[src/rtl/cfgser_pkg.sv]
package cfgser_pkg;
  localparam int unsigned TAG_W = 8;

  typedef enum logic [1:0] {
    KIND_CFG0 = 2'd0,
    KIND_CFG1 = 2'd1,
    KIND_IO   = 2'd2
  } req_kind_e;

  localparam logic [2:0] CST_SC  = 3'b000;
  localparam logic [2:0] CST_UR  = 3'b001;
  localparam logic [2:0] CST_CRS = 3'b010;
  localparam logic [2:0] CST_CA  = 3'b100;

  localparam logic [4:0] HTYPE_CFG0 = 5'b00100;
  localparam logic [4:0] HTYPE_CFG1 = 5'b00101;
  localparam logic [4:0] HTYPE_IO   = 5'b00010;

  localparam logic [2:0] HFMT_RD = 3'b000;
  localparam logic [2:0] HFMT_WR = 3'b010;

  typedef struct packed {
    req_kind_e        kind;
    logic             write;
    logic [7:0]       bus;
    logic [4:0]       dev;
    logic [2:0]       func;
    logic [9:0]       regn;
    logic [TAG_W-1:0] tag;
    logic [31:0]      data;
  } req_t;

  typedef enum logic [2:0] {
    S_IDLE,
    S_ISSUE,
    S_WAIT,
    S_RETRY,
    S_RESPOND
  } fsm_e;
endpackage

[src/rtl/cfgser_fifo.sv]
module cfgser_fifo
  import cfgser_pkg::*;
#(
  parameter int unsigned DEPTH = 4,
  localparam int unsigned PTR_W = (DEPTH > 1) ? $clog2(DEPTH) : 1,
  localparam int unsigned CNT_W = $clog2(DEPTH + 1)
) (
  input  logic             clk_i,
  input  logic             rst_ni,
  input  logic             push_i,
  input  req_t             push_data_i,
  input  logic             pop_i,
  output req_t             pop_data_o,
  output logic [CNT_W-1:0] count_o
);
  req_t             mem [DEPTH];
  logic [PTR_W-1:0] wr_ptr_q, rd_ptr_q;
  logic [CNT_W-1:0] count_q;

  function automatic logic [PTR_W-1:0] ptr_inc(input logic [PTR_W-1:0] p);
    return (p == PTR_W'(DEPTH - 1)) ? '0 : p + PTR_W'(1);
  endfunction

  always_ff @(posedge clk_i or negedge rst_ni) begin
    if (!rst_ni) begin
      wr_ptr_q <= '0;
      rd_ptr_q <= '0;
      count_q  <= '0;
    end else begin
      if (push_i) wr_ptr_q <= ptr_inc(wr_ptr_q);
      if (pop_i)  rd_ptr_q <= ptr_inc(rd_ptr_q);
      count_q <= count_q + CNT_W'(push_i) - CNT_W'(pop_i);
    end
  end

  always_ff @(posedge clk_i) begin
    if (push_i) mem[wr_ptr_q] <= push_data_i;
  end

  assign pop_data_o = mem[rd_ptr_q];
  assign count_o    = count_q;

  a_r12_no_overflow: assert property (@(posedge clk_i) disable iff (!rst_ni)
    push_i |-> (count_q < CNT_W'(DEPTH)) || pop_i);
  a_r12_no_underflow: assert property (@(posedge clk_i) disable iff (!rst_ni)
    pop_i |-> count_q != '0);
endmodule

[src/rtl/cfgser_hdr.sv]
module cfgser_hdr
  import cfgser_pkg::*;
(
  input  req_t             req_i,
  output logic [2:0]       fmt_o,
  output logic [4:0]       type_o,
  output logic [TAG_W-1:0] tag_o,
  output logic [31:0]      addr_o,
  output logic [31:0]      data_o
);
  always_comb begin
    unique case (req_i.kind)
      KIND_CFG0: type_o = HTYPE_CFG0;
      KIND_CFG1: type_o = HTYPE_CFG1;
      default:   type_o = HTYPE_IO;
    endcase
  end

  assign fmt_o  = req_i.write ? HFMT_WR : HFMT_RD;
  assign tag_o  = req_i.tag;
  assign addr_o = {req_i.bus, req_i.dev, req_i.func, 4'b0000, req_i.regn, 2'b00};
  assign data_o = req_i.write ? req_i.data : 32'h0;
endmodule

[src/rtl/cfgser_timer.sv]
module cfgser_timer #(
  parameter int unsigned TO_W = 16
) (
  input  logic            clk_i,
  input  logic            rst_ni,
  input  logic            start_i,
  input  logic            run_i,
  input  logic [TO_W-1:0] limit_i,
  output logic            expired_o
);
  logic [TO_W-1:0] elapsed_q;
  logic [TO_W-1:0] last_idx;

  // a zero limit behaves as one cycle
  assign last_idx  = (limit_i == '0) ? '0 : limit_i - TO_W'(1);
  assign expired_o = run_i && (elapsed_q >= last_idx);

  always_ff @(posedge clk_i or negedge rst_ni) begin
    if (!rst_ni)                    elapsed_q <= '0;
    else if (start_i)               elapsed_q <= '0;
    else if (run_i && !expired_o)   elapsed_q <= elapsed_q + TO_W'(1);
  end
endmodule

[src/rtl/cfg_serializer.sv]
module cfg_serializer
  import cfgser_pkg::*;
#(
  parameter int unsigned DEPTH = 4,
  parameter int unsigned TO_W  = 16
) (
  input  logic             clk_i,
  input  logic             rst_ni,
  input  logic             rc_mode_i,
  input  logic [TO_W-1:0]  cpl_timeout_i,
  input  logic             req_valid_i,
  output logic             req_ready_o,
  input  logic [1:0]       req_kind_i,
  input  logic             req_write_i,
  input  logic [7:0]       req_bus_i,
  input  logic [4:0]       req_dev_i,
  input  logic [2:0]       req_func_i,
  input  logic [9:0]       req_reg_i,
  input  logic [7:0]       req_tag_i,
  input  logic [31:0]      req_data_i,
  output logic             tx_valid_o,
  input  logic             tx_ready_i,
  output logic [2:0]       tx_fmt_o,
  output logic [4:0]       tx_type_o,
  output logic [7:0]       tx_tag_o,
  output logic [31:0]      tx_addr_o,
  output logic [31:0]      tx_data_o,
  input  logic             cpl_valid_i,
  input  logic [7:0]       cpl_tag_i,
  input  logic [2:0]       cpl_status_i,
  input  logic [31:0]      cpl_data_i,
  output logic             rsp_valid_o,
  input  logic             rsp_ready_i,
  output logic [7:0]       rsp_tag_o,
  output logic [2:0]       rsp_status_o,
  output logic [31:0]      rsp_data_o,
  output logic             rsp_timeout_o
);
  localparam int unsigned CNT_W = $clog2(DEPTH + 1);

  fsm_e             state_q;
  req_t             act_q, req_in, head, push_data;
  logic [CNT_W-1:0] fifo_cnt;
  logic [CNT_W:0]   occupied;
  logic             busy, push, pop, requeue, head_cfg, cpl_hit, tmr_start, tmr_expired;
  logic [7:0]       rsp_tag_q;
  logic [2:0]       rsp_status_q;
  logic [31:0]      rsp_data_q;
  logic             rsp_to_q;

  assign req_in = '{kind: req_kind_e'(req_kind_i), write: req_write_i, bus: req_bus_i,
                    dev: req_dev_i, func: req_func_i, regn: req_reg_i, tag: req_tag_i,
                    data: req_data_i};

  // one slot stays reserved for the in-flight request so a CRS read can always requeue
  assign busy        = state_q != S_IDLE;
  assign occupied    = {1'b0, fifo_cnt} + {{CNT_W{1'b0}}, busy};
  assign req_ready_o = (state_q != S_RETRY) && (occupied < (CNT_W+1)'(DEPTH));

  assign requeue   = (state_q == S_RETRY) && !act_q.write;
  assign push      = (req_valid_i && req_ready_o) || requeue;
  assign push_data = requeue ? act_q : req_in;
  assign pop       = (state_q == S_IDLE) && (fifo_cnt != '0);
  assign head_cfg  = (head.kind == KIND_CFG0) || (head.kind == KIND_CFG1);
  assign cpl_hit   = (state_q == S_WAIT) && cpl_valid_i && (cpl_tag_i == act_q.tag);
  assign tmr_start = (state_q == S_ISSUE) && tx_ready_i;

  cfgser_fifo #(.DEPTH(DEPTH)) u_fifo (
    .clk_i       (clk_i),
    .rst_ni      (rst_ni),
    .push_i      (push),
    .push_data_i (push_data),
    .pop_i       (pop),
    .pop_data_o  (head),
    .count_o     (fifo_cnt)
  );

  cfgser_hdr u_hdr (
    .req_i  (act_q),
    .fmt_o  (tx_fmt_o),
    .type_o (tx_type_o),
    .tag_o  (tx_tag_o),
    .addr_o (tx_addr_o),
    .data_o (tx_data_o)
  );

  cfgser_timer #(.TO_W(TO_W)) u_timer (
    .clk_i     (clk_i),
    .rst_ni    (rst_ni),
    .start_i   (tmr_start),
    .run_i     (state_q == S_WAIT),
    .limit_i   (cpl_timeout_i),
    .expired_o (tmr_expired)
  );

  always_ff @(posedge clk_i or negedge rst_ni) begin
    if (!rst_ni) begin
      state_q      <= S_IDLE;
      act_q        <= '0;
      rsp_tag_q    <= '0;
      rsp_status_q <= CST_SC;
      rsp_data_q   <= '0;
      rsp_to_q     <= 1'b0;
    end else begin
      unique case (state_q)
        S_IDLE: begin
          if (pop) begin
            act_q <= head;
            if (!rc_mode_i && head_cfg) begin
              rsp_tag_q    <= head.tag;
              rsp_status_q <= CST_UR;
              rsp_data_q   <= '0;
              rsp_to_q     <= 1'b0;
              state_q      <= S_RESPOND;
            end else begin
              state_q <= S_ISSUE;
            end
          end
        end
        S_ISSUE: if (tx_ready_i) state_q <= S_WAIT;
        S_WAIT: begin
          if (cpl_hit) begin
            if (cpl_status_i == CST_CRS) begin
              state_q <= S_RETRY;
            end else begin
              rsp_tag_q    <= act_q.tag;
              rsp_status_q <= cpl_status_i;
              rsp_data_q   <= (cpl_status_i == CST_SC && !act_q.write) ? cpl_data_i : '0;
              rsp_to_q     <= 1'b0;
              state_q      <= S_RESPOND;
            end
          end else if (tmr_expired) begin
            rsp_tag_q    <= act_q.tag;
            rsp_status_q <= CST_CA;
            rsp_data_q   <= '0;
            rsp_to_q     <= 1'b1;
            state_q      <= S_RESPOND;
          end
        end
        S_RETRY:   state_q <= act_q.write ? S_ISSUE : S_IDLE;
        S_RESPOND: if (rsp_ready_i) state_q <= S_IDLE;
        default:   state_q <= S_IDLE;
      endcase
    end
  end

  assign tx_valid_o    = state_q == S_ISSUE;
  assign rsp_valid_o   = state_q == S_RESPOND;
  assign rsp_tag_o     = rsp_tag_q;
  assign rsp_status_o  = rsp_status_q;
  assign rsp_data_o    = rsp_data_q;
  assign rsp_timeout_o = rsp_to_q;

  a_r4_tx_hold: assert property (@(posedge clk_i) disable iff (!rst_ni)
    tx_valid_o && !tx_ready_i |=> tx_valid_o && $stable(tx_addr_o) && $stable(tx_type_o)
                                  && $stable(tx_tag_o) && $stable(tx_fmt_o) && $stable(tx_data_o));
  a_r5_single_flight: assert property (@(posedge clk_i) disable iff (!rst_ni)
    tx_valid_o && tx_ready_i |=> !tx_valid_o);
  a_r6_no_crs_rsp: assert property (@(posedge clk_i) disable iff (!rst_ni)
    rsp_valid_o |-> rsp_status_o != CST_CRS);
  a_r7_write_reissue: assert property (@(posedge clk_i) disable iff (!rst_ni)
    (state_q == S_RETRY) && act_q.write |=> tx_valid_o);
  a_r9_timeout_rsp: assert property (@(posedge clk_i) disable iff (!rst_ni)
    (state_q == S_WAIT) && !cpl_hit && tmr_expired |=> rsp_valid_o && rsp_timeout_o);
  a_r10_ep_reject: assert property (@(posedge clk_i) disable iff (!rst_ni)
    pop && !rc_mode_i && head_cfg |=> rsp_valid_o && !tx_valid_o && rsp_status_o == CST_UR);
  a_r11_rsp_hold: assert property (@(posedge clk_i) disable iff (!rst_ni)
    rsp_valid_o && !rsp_ready_i |=> rsp_valid_o && $stable(rsp_tag_o) && $stable(rsp_status_o)
                                    && $stable(rsp_data_o));
endmodule

[config.mk]
export PLATFORM = sky130hd
export DESIGN_NAME = cfg_serializer
export DESIGN_NICKNAME = d
export VERILOG_FILES = /design/src/rtl/cfgser_pkg.sv /design/src/rtl/cfgser_fifo.sv /design/src/rtl/cfgser_hdr.sv /design/src/rtl/cfgser_timer.sv /design/src/rtl/cfg_serializer.sv
export SDC_FILE = /design/constraint.sdc
export NUM_CORES = 1
export LEC_CHECK = 0
export ABC_CLOCK_PERIOD_IN_PS = 8240
export BUFFER_PORTS_ARGS = -buffer_cell sky130_fd_sc_hd__buf_2
export CORE_MARGIN = 1.5
export CORE_UTILIZATION = 50
export CTS_CLUSTER_SIZE = 25
export DETAILED_ROUTE_END_ITERATION = 8
export GPL_TIMING_DRIVEN = 0
export MAX_ROUTING_LAYER = met4
export PLACE_DENSITY = 0.67
export SLEW_MARGIN = 5
export SYNTH_ARGS = -nofsm -noshare
export SYNTH_HDL_FRONTEND = slang
export SYNTH_HIERARCHICAL = 1
export SYNTH_SLANG_ARGS = --single-unit
[constraint.sdc]
create_clock -name clk_i -period 8.24 [get_ports clk_i]
set_input_delay 1.236 -clock clk_i [delete_from_list [all_inputs] [get_ports clk_i]]
set_output_delay 1.236 -clock clk_i [all_outputs]
set_load 0.05 [all_outputs]
Word-level counts from Yosys, hierarchy flattened
Memory sizes are Yosys's and may differ from the RTL's.
Cells that the tools add are included.
{"block": "word_totals", "ff_bits": 139, "ram_bits": 276, "in_bits": 135, "word_cells": 116, "mem_count": 1}
{"block": "op_classes", "n_addsub": 7, "magnitude_cmp": 2, "n_eq_ne": 17, "n_mux": 44, "reduce_logical": 28}
{"memory": "u_fifo.mem", "depth": 4, "word_bits": 69, "rd": 1, "rd_ports_with_merged_regs": 0, "wr": 1, "line_no": "cfgser_fifo.sv:16", "source": "req_t mem [DEPTH];"}
{"op": "2-to-1 mux 32 bit", "count": 7}
{"op": "2-to-1 mux 69 bit", "count": 1}
{"op": "case mux 32 bit (2 select lines)", "count": 1}
{"op": "2-to-1 mux 16 bit", "count": 3}
{"op": "2-to-1 mux 8 bit", "count": 5}
{"op": "2-to-1 mux 3 bit", "count": 11}
{"op": "adder 16 x 1 -> 16 bit (second input constant)", "count": 1}
{"op": ">= comparator 16 bit", "count": 1}
{"op": "zero test 16 bit", "count": 1}
{"op": "case mux 8 bit (2 select lines)", "count": 1}
{"op": "subtractor 16 x 1 -> 16 bit (second input constant)", "count": 1}
{"op": "case mux 3 bit (5 select lines)", "count": 1}
{"op": "case mux 3 bit (2 select lines)", "count": 2}
{"op": "logical AND 1 bit", "count": 11}
{"op": "== test 3 x 2 -> 1 bit (second input constant)", "count": 3}
{"op": "== test 8 bit", "count": 1}
{"op": "2-to-1 mux 1 bit", "count": 8}
{"op": "inequality test 2 x 1 -> 1 bit (second input constant)", "count": 4}
{"op": "zero test 3 bit", "count": 2}
{"op": "2-to-1 mux 2 bit", "count": 3}
{"op": "inequality test 3 bit (second input constant)", "count": 2}
{"op": "nonzero test 3 bit", "count": 2}
{"op": "AND reduction 5 bit", "count": 1}
{"op": "adder 2 x 1 -> 2 bit (second input constant)", "count": 2}
{"op": "16 further kinds", "count": 23}

Depth between registers and ports, before layout
Gate-level depths: netlist of run 1.
{"block": "logic_depth", "word_depth": 8, "mapped_depth": 19, "ltp_nobuf": 17}

Cells and area by module
Netlist of run 1, hierarchy kept.
{"module": "cfgser_fifo", "instances": 1, "cells_each": 395, "area_per_inst_um2": 10432.5, "seq_area_each_um2": 8463.1}
{"module": "cfg_serializer", "instances": 1, "cells_each": 404, "area_per_inst_um2": 5457.7, "seq_area_each_um2": 2902.8}
{"module": "cfgser_timer", "instances": 1, "cells_each": 200, "area_per_inst_um2": 1609.0, "seq_area_each_um2": 400.4}
{"module": "cfgser_hdr", "instances": 1, "cells_each": 84, "area_per_inst_um2": 610.6, "seq_area_each_um2": 0.0}

Least setup slack after synthesis of run 1
No wires, ideal clock.
{"block": "synth_path", "kind": "input to register", "from": "input port cpl_timeout_i[10]", "to": "register rsp_status_q[2] (netlist: rsp_status_o[2])", "arrival_time_ns": 5.350, "path_slack_ns": 2.765, "path_stages": 19, "path_buffers": 3, "cell_sequence": "or4_1 nor4_1 nor2b_1 nand3_1 clkbuf_1 nand2_1 ha_1 nand4_1 or3_1 or4_4 nand3_1 and2_1 nor2_1 a21oi_1 nand2_1 or3_1 buf_6 buf_8 mux2_4"}
{"block": "synth_via", "elab_chain_cells": 6}
{"item": "start: declaration", "line_no": "cfg_serializer.sv:10", "source": "input logic [TO_W-1:0] cpl_timeout_i,"}
{"item": "subtractor 16 x 1 -> 16 bit or zero test 16 bit (tied branches)", "line_no": "cfgser_timer.sv:15", "source": "assign last_idx = (limit_i == '0) ? '0 : limit_i - TO_W'(1);"}
{"item": "2-to-1 mux 16 bit *", "line_no": "cfgser_timer.sv:15"}
{"item": ">= comparator 16 bit *", "line_no": "cfgser_timer.sv:16", "source": "assign expired_o = run_i && (elapsed_q >= last_idx);"}
{"item": "logical AND 1 bit *", "line_no": "cfgser_timer.sv:16"}
{"item": "net tmr_expired", "line_no": "cfg_serializer.sv:45", "source": "logic busy, push, pop, requeue, head_cfg, cpl_hit, tmr_start, tmr_expired;"}
{"item": "inequality test 3 bit (no source line) *"}
{"item": "AND reduction 5 bit (no source line) *"}
{"item": "end signal: assignment", "line_no": "cfg_serializer.sv:127", "source": "rsp_status_q <= cpl_status_i;"}
{"item": "end: declaration", "line_no": "cfg_serializer.sv:47", "source": "logic [2:0] rsp_status_q;"}
Mark *: on every way through the listed nets, which the timed path passes. The rest lies on a longest branch.
A chain may end at the register's enable or synchronous reset.

Worst setup path in the final report of run 1
{"block": "layout_path", "from": "input port cpl_timeout_i[10]", "to": "register rsp_tag_q[7] (netlist: rsp_tag_o[7])"}
{"block": "layout_via", "elab_chain_cells": 6}
{"item": "subtractor 16 x 1 -> 16 bit or zero test 16 bit (tied branches)", "line_no": "cfgser_timer.sv:15"}
{"item": "2-to-1 mux 16 bit *", "line_no": "cfgser_timer.sv:15"}
{"item": ">= comparator 16 bit *", "line_no": "cfgser_timer.sv:16"}
{"item": "logical AND 1 bit *", "line_no": "cfgser_timer.sv:16"}
{"item": "net tmr_expired", "line_no": "cfg_serializer.sv:45"}
{"item": "inequality test 3 bit (no source line) *"}
{"item": "AND reduction 5 bit (no source line) *"}
{"item": "end signal: assignment", "line_no": "cfg_serializer.sv:110", "source": "rsp_tag_q <= head.tag;"}
{"item": "end signal: assignment", "line_no": "cfg_serializer.sv:126", "source": "rsp_tag_q <= act_q.tag;"}
{"item": "end signal: assignment", "line_no": "cfg_serializer.sv:133", "source": "rsp_tag_q <= act_q.tag;"}
{"item": "end: declaration", "line_no": "cfg_serializer.sv:46", "source": "logic [7:0] rsp_tag_q;"}
Marked as above.

==> results of run 1 <==
## state kept, by name (all words and copies together) (netlist names), 3 cells and up
| name | count |
|---|---|
| rsp_status_o | 3 |
| act_q | 69 |
| state_q | 3 |
| u_timer/elapsed_q | 16 |
| rsp_tag_o | 8 |
| rsp_data_o | 32 |
| u_fifo/mem | 276 |
| u_fifo/count_o | 3 |
## cell usage after synthesis, types with 5 or more instances
cell / instances
buf_2: 11
and3_1: 6
a21oi_1: 14
o21ai_0: 16
edfxtp_1: 276
a22o_1: 32
mux2_2: 146
nor3_1: 7
and2_1: 8
ha_1: 26
nor4_1: 7
mux4_2: 68
buf_4: 48
nand3_1: 8
clkbuf_1: 20
nor2b_1: 11
buf_12: 7
inv_1: 16
and2_2: 32
nand2b_1: 6
mux2_4: 5
dfrtp_1: 139
nand4_1: 5
nand2_1: 61
xnor2_1: 12
nor2_1: 29
xor2_1: 11
## cell families after synthesis
kind of cell | after synthesis | synth area share (%)
compound gates | 83 | 3.39
flops | 415 | 65.0
xor+xnor | 23 | 1.11
mux | 223 | 18.3
buf+inv | 110 | 4.19
other cells | 1 | 0.0207
simple gates | 201 | 6.15
fa+ha+maj | 27 | 1.91
## layout make-up
type                       instances  area [sq um]
fill                            2748         14000
sequential                       415         11800
multi-input combinational        567          5630
timing repair buffer             256          1400
clock buffer                      59          1180
buffer                            93           694
tap                              461           577
clock inverter                    21           243
inverter                          17          63.8
antenna                            2          5.00
## final timing paths
check / start / endpoint
max: cpl_timeout_i[10] / rsp_tag_o[7]
max reg2reg: state_q[0] / u_fifo/count_o[2]
max in group asynchronous: rst_ni / act_q[61]
min in group asynchronous: rst_ni / rsp_data_o[0]
min: rsp_data_o[2] / rsp_data_o[2]
min reg2reg: rsp_data_o[2] / rsp_data_o[2]
## through the flow
stage / util, % / hold WS (ns) / setup WS (ns)
after CTS: 60.6 / 0.503 / 2.57
final: 60.6 / 0.497 / 2.55
after global placement: 56.2 / 0.483 / 1.74
after detailed placement: 56.6 / 0.485 / 2.01
after floorplan: - / 0.490 / 2.77
after global routing: 60.6 / 0.512 / 2.22
## cell usage in the layout (no fill, tap or decap), types with 33 or more instances in the layout
master,netlist,final
nand2_1,61,61
mux4_2,68,68
mux2_2,146,146
buf_2,11,261
buf_4,48,48
clkbuf_1,20,33
dfrtp_1,139,139
clkbuf_16,0,44
edfxtp_1,276,276
## power by group through the flow
| stage | Clock, mW | Sequential [mW] | Combinational [mW] |
|---|---|---|---|
| 2_1_floorplan | 0 | 3.06 | 2.44 |
| 3_3_place_gp | 0 | 3.07 | 3.20 |
| 3_5_place_dp | 0 | 3.06 | 3.28 |
| 4_1_cts | 1.99 | 3.03 | 3.29 |
| 5_1_grt | 2.06 | 3.08 | 3.46 |
| 6_report | 1.94 | 3.02 | 3.24 |
## routing by layer
| layer | vias up | track usage [%] | routed length [um] |
|---|---|---|---|
| li1 | 4719 | - | - |
| met1 | 5167 | 29.7 | 17400 |
| met2 | 266 | 35.4 | 19600 |
| met3 | 50 | 3.68 | 1780 |
| met4 | 0 | 5.51 | 694 |
| met5 | - | - | 0 |
## critical path, stage by stage
cell	delay, ns
buf_2	0.11
or4_1	0.59
nor4_1	0.33
nor2b_1	0.26
nand3_1	0.18
clkbuf_1	0.26
nand2_1	0.12
ha_1	0.15
nand4_1	0.17
or3_1	0.44
or4_4	0.56
nand3_1	0.17
and2_1	0.25
nor2_1	0.09
a21oi_1	0.12
nand2_1	0.11
or3_1	0.37
buf_6	0.16
buf_8	0.15
mux2_4	0.30
==> results.ini, run 1 <==
[outcome]
status = complete, no violations

[power]
report.power.total_mw = 8.20
p_sw_mw = 2.94
p_clk_share_pct = 23.7
comb_power_share_pct = 39.5
sw_frac_of_total_pct = 35.9
power_leakage_nw = 8.69
p_per_area_nw_per_um2 = 380
irDropWorstVdd_mv = 0.298
p_int_mw = 5.26
sequentialPowerShare_pct = 36.9

[global_routing]
grt_pass1_wl_mm = 62.0
overflow = 0
first_global_vias = 10700
antenna_found_initial = 2
grt_max_degree = 84
grt_usage_pct = 22.1

[sta]
fin_crit_ns = 5.69
hold_violations = 0
max_freq_ghz = 0.176
drv_slew = 0
fin_crit_sh_pct = 69.0
worst_slew_pin_slew_ns = 0.975
skew_ns = 0.0120
fin_setup_tns_ns = 0
finalSetupViolCount = 0
slew_headroom_pct = 34.7
rsz0062_at_grt = no

[clocking]
clockBufferDepth = 3
cts_sinks = 415
cts_hold_buf = 0
cts_made_buffers = 43
path_clk_slew_ns = 0.06
htreeDepth = 2
clk_latency_ns = 0.55
root_buffer = clkbuf_16
cts_tree = built
cts_resized = 0
post-cts-setup-buffers = 0

[critical_path]
end_kind = flip-flop
cp.required_ns = 8.67
rr_worst_depth = 10
r2r_slack_ns = 4.41
startpoint_type = input pin
crit_path_max_fanout = 10
cp_data_arrival_time_ns = 6.11
critPathKind = input pin to flip-flop

[floorplan]
io_pins = 262
die_area_sq_um = 37400
rows = 69
initial_core_util_pct = 50.9
die_w_um = 193
die_h_um = 193
core_area_sq_um = 35600

[logic_synthesis]
ys_ff_latch = 415
yosysTopAreaCellShare_pct = 45.8
synth_cell_type_count = 62
synth-edff-count = 276
async_flop_share_pct = 33.5
ys_top_cells_by_area = edfxtp_1, dfrtp_1, mux2_2, mux4_2, buf_4
yosysWarnings = 6
synth_ff_type = edfxtp_1
avgSynthCellArea_sq_um = 16.7
syn_inst = 1083
syn_area_sq_um = 18100
synth_top_cell_by_area = edfxtp_1
seq_area_frac_synth_pct = 65.0

[run]
cap_viol_max_count = 0

[route]
wl_mm = 39.4
vias = 10200
wl_per_cell_um = 20.9
dr.pass1.iters = 4
initialDrtViolationCount = 519
ant_nets = 0
drc_errors = 0
vias_per_cell = 5.40

[placement]
portBuffers = 251
gp_congestion = 0.828
dp_hpwl_mm = 26.1
place_inst = 1809
post_dp_cell_area_sq_um = 20100

[final_layout]
instances_no_fill = 1891
drive_gt1_share_pct = 45.8
area_growth_pct = 19.1
fin_area_sq_um = 21600
final_nets = 1555

[min_path]
holdPathStages = 1
hold_path.class = flip-flop to flip-flop

No activity file was read; power rests on OpenSTA's default activity.
==> run 2, diff against run 1 <==
--- a/config.mk
+++ b/config.mk
@@ -5,7 +5,8 @@
 export SDC_FILE = /design/constraint.sdc
 export NUM_CORES = 1
 export LEC_CHECK = 0
-export ABC_CLOCK_PERIOD_IN_PS = 8240
+export ABC_AREA = 1
+export ABC_CLOCK_PERIOD_IN_PS = 5600
 export BUFFER_PORTS_ARGS = -buffer_cell sky130_fd_sc_hd__buf_2
 export CORE_MARGIN = 1.5
 export CORE_UTILIZATION = 50
@@ -13,7 +14,7 @@
 export DETAILED_ROUTE_END_ITERATION = 8
 export GPL_TIMING_DRIVEN = 0
 export MAX_ROUTING_LAYER = met4
-export PLACE_DENSITY = 0.67
+export PLACE_DENSITY = 0.66
 export SLEW_MARGIN = 5
 export SYNTH_ARGS = -nofsm -noshare
 export SYNTH_HDL_FRONTEND = slang
==> constraint.sdc (replaced) <==
create_clock -name clk_i -period 5.6 [get_ports clk_i]
set_input_delay 0.84 -clock clk_i [delete_from_list [all_inputs] [get_ports clk_i]]
set_output_delay 0.84 -clock clk_i [all_outputs]
set_load 0.05 [all_outputs]
==> run 2 against run 1 <==
Compared with the run above: the run now ends with design-rule violations left; clock skew is 0.016 ns higher; flip-flop and latch count is the same; critical path depth fell by 9.
==> results.ini, run 2 <==
[outcome]
status = finished with violations
failed_checks = design-rule violations

[power]
p_int_mw = 7.47
report.power.total_mw = 13.0
comb_power_share_pct = 42.6
sequentialPowerShare_pct = 34.3
p_per_area_nw_per_um2 = 534
p_clk_share_pct = 23.1
sw_frac_of_total_pct = 42.8
irDropWorstVdd_mv = 0.343
power_leakage_nw = 12.8
p_sw_mw = 5.58

[sta]
max_freq_ghz = 0.275
slew_headroom_pct = 43.4
finalSetupViolCount = 0
fin_crit_sh_pct = 65.0
skew_ns = 0.0285
hold_violations = 0
worst_slew_pin_slew_ns = 0.850
fin_setup_tns_ns = 0
fin_crit_ns = 3.64
rsz0062_at_grt = no
drv_slew = 0

[final_layout]
area_growth_pct = 17.3
largest_reg_flops = 276
final_nets = 2900
final_cell_mix = nand2_1, inv_1, buf_2
n_fill_cell = 3578
final_common_cell = nand2_1
instances_no_fill = 3308
regMostFlops = u_fifo/mem
drive_gt1_share_pct = 18.5

[global_routing]
grt_pass1_wl_mm = 86.4
antenna_found_initial = 2
grt_usage_pct = 26.5
overflow = 0
first_global_vias = 16100
grt_max_degree = 102

[floorplan]
initial_core_util_pct = 50.8
die_w_um = 207
rows = 74
die_h_um = 207
die_area_sq_um = 42900
core_area_sq_um = 41000
io_pins = 262

[placement]
place_inst = 3223
portBuffers = 251
dp_hpwl_mm = 37.1
gp_congestion = 0.870

[logic_synthesis]
synth_cell_type_count = 44
synth_fa_ha_area_share_pct = 1.66
yosysWarnings = 6
synthSimpleGateAreaFrac_pct = 25.1
synth_top_family_by_area = simple AND/OR/NAND/NOR gates
synth_mux_area_share_pct = 0
syn_area_sq_um = 20800
synth_xor_area_share_pct = 0.420
avgSynthCellArea_sq_um = 8.59
ys_top_cells_by_area = edfxtp_1, nand2_1, dfrtp_1, inv_1, nand3_1
yosysMostFrequentCell = nand2_1
ys_ff_latch = 415
yosysTopAreaCellShare_pct = 39.8
synth_compound_area_share_pct = 3.72
async_flop_share_pct = 33.5
synth-edff-count = 276
synth_common_cells = nand2_1, inv_1, edfxtp_1, nand3_1, dfrtp_1
seq_area_frac_synth_pct = 56.5
synth_top_cell_by_area = edfxtp_1
syn_inst = 2426
synth_ff_type = edfxtp_1

[clocking]
cts_resized = 0
path_clk_slew_ns = 0.06
clockBufferDepth = 3
htreeDepth = 2
cts_made_buffers = 45
cts_hold_buf = 0
post-cts-setup-buffers = 0
clk_latency_ns = 0.58
root_buffer = clkbuf_16
cts_tree = built
cts_sinks = 415

[critical_path]
startpoint_type = flip-flop
crit_path_max_fanout = 41
r2r_slack_ns = 1.96
critPathKind = flip-flop to flip-flop
cp_data_arrival_time_ns = 3.88
end_kind = flip-flop
cp.required_ns = 5.84

[min_path]
hold_path.class = input pin to async pin

[route]
ant_nets = 0
initialDrtViolationCount = 1060
vias_per_cell = 4.95
dr.pass1.iters = 7
vias = 16400
wl_per_cell_um = 16.4
wl_mm = 54.2
drc_errors = 19

[run]
cap_viol_max_count = 0

[run 2: changes by cell type after synthesis, sizes merged, moves of 32 or more]
| cell | previous run | this run |
|---|---|---|
| nand2 | 61 | 1007 |
| inv | 16 | 439 |
| nand3 | 8 | 183 |
| mux2 | 151 | 0 |
| mux4 | 69 | 0 |
| buf | 70 | 120 |
| o21bai | 1 | 46 |
| and2 | 40 | 0 |
| a22o | 32 | 0 |
[run 2: routing by layer]
metal	up-vias	part of all wire, %	global-route usage [%]
met5	-	0	-
met3	79	5.2	3.12
met2	463	49	44.4
li1	8042	-	-
met4	0	2.5	8.44
met1	7802	43	33.7
[run 2: final timing paths]
kind                       cells after the start                end     startpoint
min reg2reg                                    2          act_q[31]      act_q[31]
min                                            1          act_q[46]         rst_ni
max reg2reg                                   11  u_fifo/mem[0][39]     state_q[2]
min in group clk_i                             3      rsp_data_o[2]  cpl_data_i[2]
max in group asynchronous                      2     rsp_data_o[20]         rst_ni
max                                           11  u_fifo/mem[0][39]     state_q[2]
[run 2: stage by stage]
step           util, %  area (sq um)  hold WS, ns  setup WS (ns)
4_1_cts           59.6         24400        0.153           1.87
6_report          59.6         24400        0.162           1.96
3_5_place_dp      56.0         23000        0.487           1.76
5_1_grt           59.6         24400        0.174           1.71
2_1_floorplan        -         20900        0.464           1.28
3_3_place_gp      55.6         22800        0.482         0.0626
[run 2: kinds of logic (layout without fill, tap and decap cells)]
group,count (synthesis),in the layout
AND/OR/NAND/NOR,1289,1289
adder cells (fa/ha/maj),27,27
XOR/XNOR,10,10
buffers and inverters,583,923
flip-flops,415,415
AO/OA/AOI/OAI,101,101
other,1,11
[run 2: power by group through the flow]
stage | Clock (mW) | Sequential [mW] | Combinational, mW
6_report | 3.01 | 4.47 | 5.56
2_1_floorplan | 0 | 4.52 | 3.92
4_1_cts | 3.07 | 4.47 | 5.60
3_5_place_dp | 0 | 4.52 | 5.57
5_1_grt | 3.18 | 4.55 | 6.15
3_3_place_gp | 0 | 4.55 | 5.42
[run 2: final cells by class]
| type | count | area (sq um) | share of cell area (%) |
|---|---|---|---|
| Antenna cell | 1 | 2.50 | 0.0102 |
| Buffer | 143 | 970 | 3.97 |
| Clock buffer | 67 | 1260 | 5.15 |
| Clock inverter | 17 | 230 | 0.942 |
| Inverter | 440 | 1660 | 6.81 |
| Multi-Input combinational cell | 1437 | 6480 | 26.5 |
| Sequential cell | 415 | 11800 | 48.1 |
| Tap cell | 532 | 666 | 2.72 |
| Timing Repair Buffer | 256 | 1400 | 5.74 |
[run 2: critical path, stage by stage (launching register included)]
cell and delay, ns:
dfrtp_1 0.41, inv_2 0.09, nand2_1 0.09, nor2_1 0.29
inv_2 0.06, nor2_2 0.52, inv_2 0.17, clkbuf_1 0.40
nand2_1 0.36, nand2_1 0.15, inv_4 0.40, buf_16 0.31
